$ cat src/rtl/rxpp_pkg.sv
package rxpp_pkg;
  typedef logic bank_t;

  function automatic bank_t other_bank(input bank_t b);
    return ~b;
  endfunction
endpackage

$ cat src/rtl/rxpp_mem.sv
module rxpp_mem #(
  parameter int DEPTH = 64,
  parameter int DW    = 8,
  localparam int AW   = $clog2(DEPTH) + 1
) (
  input  logic          clk,
  input  logic          we,
  input  logic [AW-1:0] waddr,
  input  logic [DW-1:0] wdata,
  input  logic          re,
  input  logic [AW-1:0] raddr,
  output logic [DW-1:0] rdata
);
  logic [DW-1:0] ram [2*DEPTH];

  always_ff @(posedge clk) begin
    if (we) ram[waddr] <= wdata;
  end

  always_ff @(posedge clk) begin
    if (re) rdata <= ram[raddr];
  end
endmodule

$ cat src/rtl/rxpp_fill.sv
module rxpp_fill
  import rxpp_pkg::*;
#(
  parameter int DEPTH = 64,
  parameter int DW    = 8,
  localparam int CW   = $clog2(DEPTH + 1),
  localparam int PW   = $clog2(DEPTH)
) (
  input  logic                clk,
  input  logic                rst,
  input  logic                sop,
  input  logic                wr_en,
  input  logic [DW-1:0]       wr_data,
  input  logic                eop,
  input  logic [1:0]          full,
  input  bank_t               sel,
  output logic                mem_we,
  output logic [PW:0]         mem_waddr,
  output logic [DW-1:0]       mem_wdata,
  output logic                done,
  output bank_t               done_bank,
  output logic [1:0][CW-1:0]  cnt,
  output logic                ovf
);
  logic  act_q;
  bank_t bank_q;
  bank_t tgt;
  logic  tgt_ok;
  logic  room;
  logic  drop;

  // choose a target bank from the stored (pre-edge) ownership state
  always_comb begin
    tgt    = other_bank(sel);
    tgt_ok = 1'b1;
    if (!full[other_bank(sel)]) tgt = other_bank(sel);
    else if (!full[sel])        tgt = sel;
    else                        tgt_ok = 1'b0;
  end

  assign room      = cnt[bank_q] < CW'(DEPTH);
  assign mem_we    = act_q & ~sop & wr_en & room;
  assign drop      = act_q & ~sop & wr_en & ~room;
  assign done      = act_q & ~sop & eop;
  assign done_bank = bank_q;
  assign mem_waddr = {bank_q, cnt[bank_q][PW-1:0]};
  assign mem_wdata = wr_data;

  always_ff @(posedge clk) begin
    if (rst) begin
      act_q  <= 1'b0;
      bank_q <= 1'b0;
      ovf    <= 1'b0;
      cnt    <= '0;
    end else if (sop) begin
      act_q  <= tgt_ok;
      bank_q <= tgt;
      ovf    <= 1'b0;
      if (tgt_ok) cnt[tgt] <= '0;
    end else begin
      if (mem_we) cnt[bank_q] <= cnt[bank_q] + 1'b1;
      if (drop)   ovf <= 1'b1;
      if (done)   act_q <= 1'b0;
    end
  end
endmodule

$ cat src/rtl/rxpp_own.sv
module rxpp_own
  import rxpp_pkg::*;
#(
  parameter int DEPTH = 64,
  localparam int PW   = $clog2(DEPTH)
) (
  input  logic        clk,
  input  logic        rst,
  input  logic        done,
  input  bank_t       done_bank,
  input  logic        release_in,
  input  logic        rd_en,
  output logic [1:0]  full,
  output bank_t       sel,
  output logic        rd_fire,
  output logic [PW:0] rd_addr,
  output logic        nak
);
  logic [1:0]    full_n;
  bank_t         sel_n;
  logic [PW-1:0] ptr_q;
  logic          rel_ok;

  assign rel_ok  = release_in & full[sel];
  assign rd_fire = rd_en & full[sel];
  assign rd_addr = {sel, ptr_q};

  always_comb begin
    full_n = full;
    if (rel_ok) full_n[sel] = 1'b0;
    if (done)   full_n[done_bank] = 1'b1;
    sel_n = sel;
    if (!full_n[sel] && full_n[other_bank(sel)]) sel_n = other_bank(sel);
  end

  always_ff @(posedge clk) begin
    if (rst) begin
      full  <= '0;
      sel   <= 1'b0;
      ptr_q <= '0;
      nak   <= 1'b0;
    end else begin
      full <= full_n;
      sel  <= sel_n;
      nak  <= &full_n;
      if (rel_ok)
        ptr_q <= '0;
      else if (rd_fire && ptr_q != PW'(DEPTH - 1))
        ptr_q <= ptr_q + 1'b1;
    end
  end
endmodule

$ cat src/rtl/rx_pingpong_buf.sv
module rx_pingpong_buf #(
  parameter int DEPTH = 64,
  parameter int DW    = 8,
  parameter int SZW   = 8,
  localparam int CW   = $clog2(DEPTH + 1),
  localparam int PW   = $clog2(DEPTH)
) (
  input  logic           clk,
  input  logic           rst,
  input  logic           usb_sop,
  input  logic           usb_wr_en,
  input  logic [DW-1:0]  usb_wr_data,
  input  logic           usb_eop,
  output logic           usb_nak_req,
  output logic           usb_ovf,
  input  logic           cpu_rd_en,
  output logic [DW-1:0]  cpu_rd_data,
  input  logic           cpu_release,
  output logic [SZW-1:0] cpu_size,
  output logic           cpu_ready,
  output logic           cpu_sel
);
  logic [1:0]         full;
  logic               sel;
  logic               mem_we;
  logic [PW:0]        mem_waddr;
  logic [DW-1:0]      mem_wdata;
  logic               done;
  logic               done_bank;
  logic [1:0][CW-1:0] cnt;
  logic               rd_fire;
  logic [PW:0]        rd_addr;

  rxpp_fill #(.DEPTH(DEPTH), .DW(DW)) u_fill (
    .clk(clk), .rst(rst), .sop(usb_sop), .wr_en(usb_wr_en), .wr_data(usb_wr_data),
    .eop(usb_eop), .full(full), .sel(sel), .mem_we(mem_we), .mem_waddr(mem_waddr),
    .mem_wdata(mem_wdata), .done(done), .done_bank(done_bank), .cnt(cnt), .ovf(usb_ovf)
  );

  rxpp_own #(.DEPTH(DEPTH)) u_own (
    .clk(clk), .rst(rst), .done(done), .done_bank(done_bank), .release_in(cpu_release),
    .rd_en(cpu_rd_en), .full(full), .sel(sel), .rd_fire(rd_fire), .rd_addr(rd_addr),
    .nak(usb_nak_req)
  );

  rxpp_mem #(.DEPTH(DEPTH), .DW(DW)) u_mem (
    .clk(clk), .we(mem_we), .waddr(mem_waddr), .wdata(mem_wdata),
    .re(rd_fire), .raddr(rd_addr), .rdata(cpu_rd_data)
  );

  assign cpu_ready = full[sel];
  assign cpu_sel   = sel;
  assign cpu_size  = full[sel] ? {{(SZW-CW){1'b0}}, cnt[sel]} : '0;
endmodule

$ cat config.mk
export PLATFORM = sky130hd
export DESIGN_NAME = rx_pingpong_buf
export DESIGN_NICKNAME = d
export VERILOG_FILES = /design/src/rtl/rxpp_pkg.sv /design/src/rtl/rxpp_mem.sv /design/src/rtl/rxpp_fill.sv /design/src/rtl/rxpp_own.sv /design/src/rtl/rx_pingpong_buf.sv
export SDC_FILE = /design/constraint.sdc
export NUM_CORES = 1
export LEC_CHECK = 0
export CAP_MARGIN = 20
export CORE_MARGIN = 3
export CORE_UTILIZATION = 60
export DETAILED_ROUTE_END_ITERATION = 7
export PLACE_DENSITY = 0.76
export SYNTH_ARGS = -nofsm -noshare
export SYNTH_HDL_FRONTEND = slang
export SYNTH_SLANG_ARGS = --single-unit
$ cat constraint.sdc
create_clock -name clk -period 2.85 [get_ports clk]
set_input_delay 0.855 -clock clk [delete_from_list [all_inputs] [get_ports clk]]
set_output_delay 0.855 -clock clk [all_outputs]
set_load 0.05 [all_outputs]
Word level (Yosys, flattened, before mapping)
Memory sizes are Yosys's and may differ from the RTL's. A register that Yosys moved wholly into a read port is not among the register bits.
Cells that the tools add are included.
W data, S select, Z words.

operators by class
  add/subtract/negate cells = 2
  bitwise operators = 15
  equal/unequal tests = 2
  reductions and logical operators = 12
  order comparisons = 8
  mux-type cells = 35

operators with widths
  cell                   count
  $mux W7                7
  $mux W14               3
  $mux W1                18
  $and A14 B14 Y14       1
  $bwmux W14             1
  $demux W7 S1           2
  $not A14 Y14           1
  $lt A1 B2 Y1 const B   4
  $add A7 B1 Y7 const B  1
  $and A1 B1 Y1          7
  $lt A7 B7 Y1 const B   1
  $add A6 B1 Y6 const B  1
  $ne A6 B6 Y1 const B   1
  $logic_and A1 B1 Y1    5
  $mux W2                2
  $reduce_and A2 Y1      2
  $reduce_bool A2 Y1     2
  $reduce_or A2 Y1       2
  $ge A1 B1 Y1 const B   3
  $not A1 Y1             3
  $and A2 B2 Y2          1
  $demux W1 S1           2
  $ne A2 B1 Y1 const B   1
  $not A2 Y2             1
  2 further kinds        2

word-level totals
  bits of input ports = 15
  register bits = 27
  bits in writable memories = 1024
  memories kept = 1
  output and inout bits = 20

memories
  memory     words  width  rd ports  clocked after Yosys merged registers in  wr ports  RTL line        RTL
  u_mem.ram  128    8      1         1                                        1         rxpp_mem.sv:14  logic [DW-1:0] ram [2*DEPTH];

Depth between registers and ports, before layout
  word-level depth = 13
  mapped depth = 10
  depth with buffers taken out = 7

Modules after synthesis
From an unflattened synthesis, not the netlist that was laid out.

second synthesis, totals
  cells, all modules = 1802
  area total of the unflattened synthesis = 41323.4 µm²

modules (own cells, without submodules)
  module           cells each  times used  sequential area each (µm²)  area an instance (µm²)
  rxpp_mem         1635        1           30989.7                     39745.6
  rxpp_fill        99          1           340.3                       975.9
  rxpp_own         54          1           200.2                       494.2
  rx_pingpong_buf  14          1           0.0                         107.6

Worst setup path after synthesis
Ideal clock, no wire load.

  path type = flip-flop to output port
  start = register u_own.sel
  end = output cpu_size[0]
  cell stages (with the launch flop) = 5
  data arrival time = 2.186 ns
  path buffers = 2
  path slack = -0.191 ns
  cells stage by stage = dfxtp_1 clkbuf_1 buf_1 mux2i_1 nor2_1

on the way
  longest elaborated chain between the ends = 3

RTL lines
  item                                                                   RTL line               RTL
  from (decl)                                                            rxpp_own.sv:14         output bank_t sel,
  from (signal assigned)                                                 rxpp_own.sv:44         sel <= sel_n;
  $mux W7 (not written as such) or $mux W1 (tied branches) (2 in a row)  rx_pingpong_buf.sv:53  assign cpu_size = full[sel] ? {{(SZW-CW){1'b0}}, cnt[sel]} : '0;
  $mux W7 *                                                              rx_pingpong_buf.sv:53
  to (decl)                                                              rx_pingpong_buf.sv:19  output logic [SZW-1:0] cpu_size,

Every way passes the cells marked *; elsewhere a longest branch is shown, timed or not. The select of a mux whose other input is x is not followed.

Worst setup path in the final report
  start = register u_mem.rdata[7], read port of u_mem.ram
  end = output cpu_rd_data[7]

RTL lines
  item         RTL line               RTL
  from (decl)  rxpp_mem.sv:12         output logic [DW-1:0] rdata
  to (decl)    rx_pingpong_buf.sv:17  output logic [DW-1:0] cpu_rd_data,

No word-level cell between the ends.

==> results.cfg <==
[critical_path]
slowest_stage = clkdlybuf4s50_1
critPathTopFamily = buffers and inverters
cp_data_required_time_ns = 2.00
worstPathArrival_ns = 1.94
path_buf_inv = 1
path_class = reg2out
cpPeakStageDelay_ns = 0.84
cp_max_fo = 1
endpoint_kind = primary output
start_kind = flip-flop
crit_chain = clkdlybuf4s50_1

[clock_tree]
worstSkewPairLatency_ns = 0.67
cts_sinks = 1059
cts_root_buf = clkbuf_16
cts.path.max_buffers = 3
cts_tree = built
htree_levels = 3
cts-hold-fix-buffers = 0
numCtsBuffers = 101
clk_pin_slew_ns = 0.06

[sta]
worst_slack_ns = 0.0538
period_minus_slack_ns = 2.80
drv_slew = 0
fin_crit_sh = 0.981
tightest_slew_ns = 0.838
totalNegativeSetupSlack_ns = 0
finalClockSkew_ns = 0.0345
final-setup-viol-count = 0
max_slew_margin = 0.439
clock.fmax_ghz = 0.358
rsz0062_at_grt = false
hold-worst-slack_ns = 0.504
final_hold_viol_count = 0

[logic_synthesis]
synth_seq_cells = 1059
synth_area_leaders = edfxtp_1 (74%), mux4_2 (10%), mux2i_1 (3.6%)
synth_ff_type = edfxtp_1
syn_inst = 2142
synthMuxAreaShare = 0.149
synthAdderAreaFrac = 0.000600
yosysTopAreaCell = edfxtp_1
seq_area_frac_synth = 0.756
async_reset_ff_frac = 0
syn_avg_cell_area_um2 = 19.5
syn_nets = 2159
synthSimpleGateAreaFrac = 0.0368
yosys.area.top_type_share = 0.743
synth_top_family_by_area = multiplexers
synth_cell_types = 66
post_synth_xor_area_fraction = 0.000840
yosys_warnings = 0
synth_edf_count = 1032
synth_area_um2 = 41700
synth-compound-area-share = 0.0396

[power]
ir_worst_vdd_uv = 572
power_mw = 31.5
p_leak_nw = 15.3
powerDensity_nw_per_um2 = 645

[route]
ant_nets = 0
wl_um = 101000
drc = 0
wl_per_cell_um = 29.4
num_vias = 22600
firstDrtPassIters = 6
drt-initial-drc-count = 3055
avgViaCountPerCell = 6.55

[final_layout]
final_common_cell = edfxtp_1
final_cell_count_no_fill = 3447
layout_common_cells = edfxtp_1 (1032), buf_4 (245), mux4_2 (192), nor2_1 (171), mux2i_1 (150)
ff_latch_area_um2 = 31500
antenna_cells = 0
fillerInstances = 4024
utilization = 0.709
stdcell_area_um2 = 48700
fin_nets = 2451
drive_gt1_frac = 0.276
area_growth_pct = 16.8
multi_input_area_um2 = 9550

[floorplanning]
dieWidth_um = 270
start_util = 0.607
io_pins = 35
fp.dieArea_um2 = 72700
coreArea_um2 = 68700
fp-row-count = 96
die_h_um = 270

[global_route]
met3_usage = 0.0592
overflow = 0
grt.busiest_layer = met2
use_met2 = 0.443
grt_usage = 0.282
antenna_found_initial = 0
grt_pass1_vias = 22900
grt_max_degree = 77
grt_pass1_wl_um = 151000
grt_use_met1 = 0.395

[placed_design]
gp_congestion = 0.895
port_buffers = 33
placed_cells = 3257
dpl_cell_area_um2 = 45200
place_ws_ns = -0.127
hpwlAfterDp_um = 63200

[run_status]
status = completed

[run]
cap_violations = 0

[worst_hold_path]
hp-class = reg2reg
==> per-layer routing <==
layer,vias up,share of wire
met5,-,0
met4,0,0.041
met3,244,0.096
li1,9359,-
met2,1361,0.48
met1,11600,0.38
==> worst register-to-register path: stages (launching register included) <==
cell     delay, ns
dfxtp_4       0.51
buf_12        0.27
buf_12        0.24
mux4_2        0.53
mux2i_1       0.19
o22ai_1       0.18
nor3_4        0.31
buf_4         0.16
a22oi_1       0.08
==> report_power, final <==
part	switching (mW)	total, mW	internal, mW
combinational	0.447	0.632	0.185
sequential	0.0116	17.1	17.1
clock	5.66	13.7	8.08
total	6.11	31.5	25.3
==> area by class of cell <==
cell class              instances  share of cell area
flip-flops and latches       1059               0.647
clock inverters                60              0.0138
clock buffers                 125              0.0563
inverters                      11            0.000924
multi-input cells             949               0.196
well taps                     931              0.0239
repair buffers                312              0.0619
==> kinds of logic (layout without fill, tap and decap cells) <==
kind of cell / count (synthesis) / in the layout
AOI/OAI and AO/OA: 228 / 228
xor gates and xnor gates: 4 / 4
adders and majority gates: 2 / 2
buffers and inverters: 134 / 508
DFF: 1059 / 1059
muxes: 373 / 373
other: 1 / 1
and+or+nand+nor: 341 / 341
==> synthesized netlist by cell type (all sizes together) (4+ instances only) <==
cell	n
o22ai	18
o211ai	7
a211o	10
o21ai	19
a21oi	37
nand2b	7
a221o	4
a32oi	5
or2	5
edfxtp	1032
inv	10
nor2b	27
a22o	10
clkbuf	45
nand2	57
a311oi	7
mux2i	152
o41ai	7
nor4	4
buf	78
mux2	25
nor2	178
a211oi	27
a22oi	26
nand3	24
dfxtp	27
a31oi	7
nand4	4
and2	5
nand3b	10
o221ai	23
nor3	6
mux4	196
==> state kept, by name (all words and copies together) (netlist names) <==
signal	flops
u_own.nak	1
u_fill.act_q	1
u_fill.done_bank	1
u_mem.ram	1024
u_own.full	2
u_own.ptr_q	6
u_fill.ovf	1
u_fill.cnt	14
u_mem.rdata	8
u_own.sel	1
==> worst paths after layout <==
path	startpoint	to	slack, ns	cells after the start
worst max register to register	u_own.ptr_q[0]	u_mem.rdata[7]	0.10	8
worst min-delay path	u_fill.cnt[13]	u_fill.cnt[13]	0.50	2
worst max-delay path	u_mem.rdata[7]	cpu_rd_data[7]	0.05	1
worst min register to register	u_fill.cnt[13]	u_fill.cnt[13]	0.50	2
==> timing repair <==
item                                    CTS  global route
resized for setup                         3            11
pin swaps                                 0             1
setup buffers                             0             5
endpoints found under the setup margin    9             8
cloned                                    0             0
hold endpoints to repair                  0             0
Note: power is estimated with default switching activity, not from simulation.
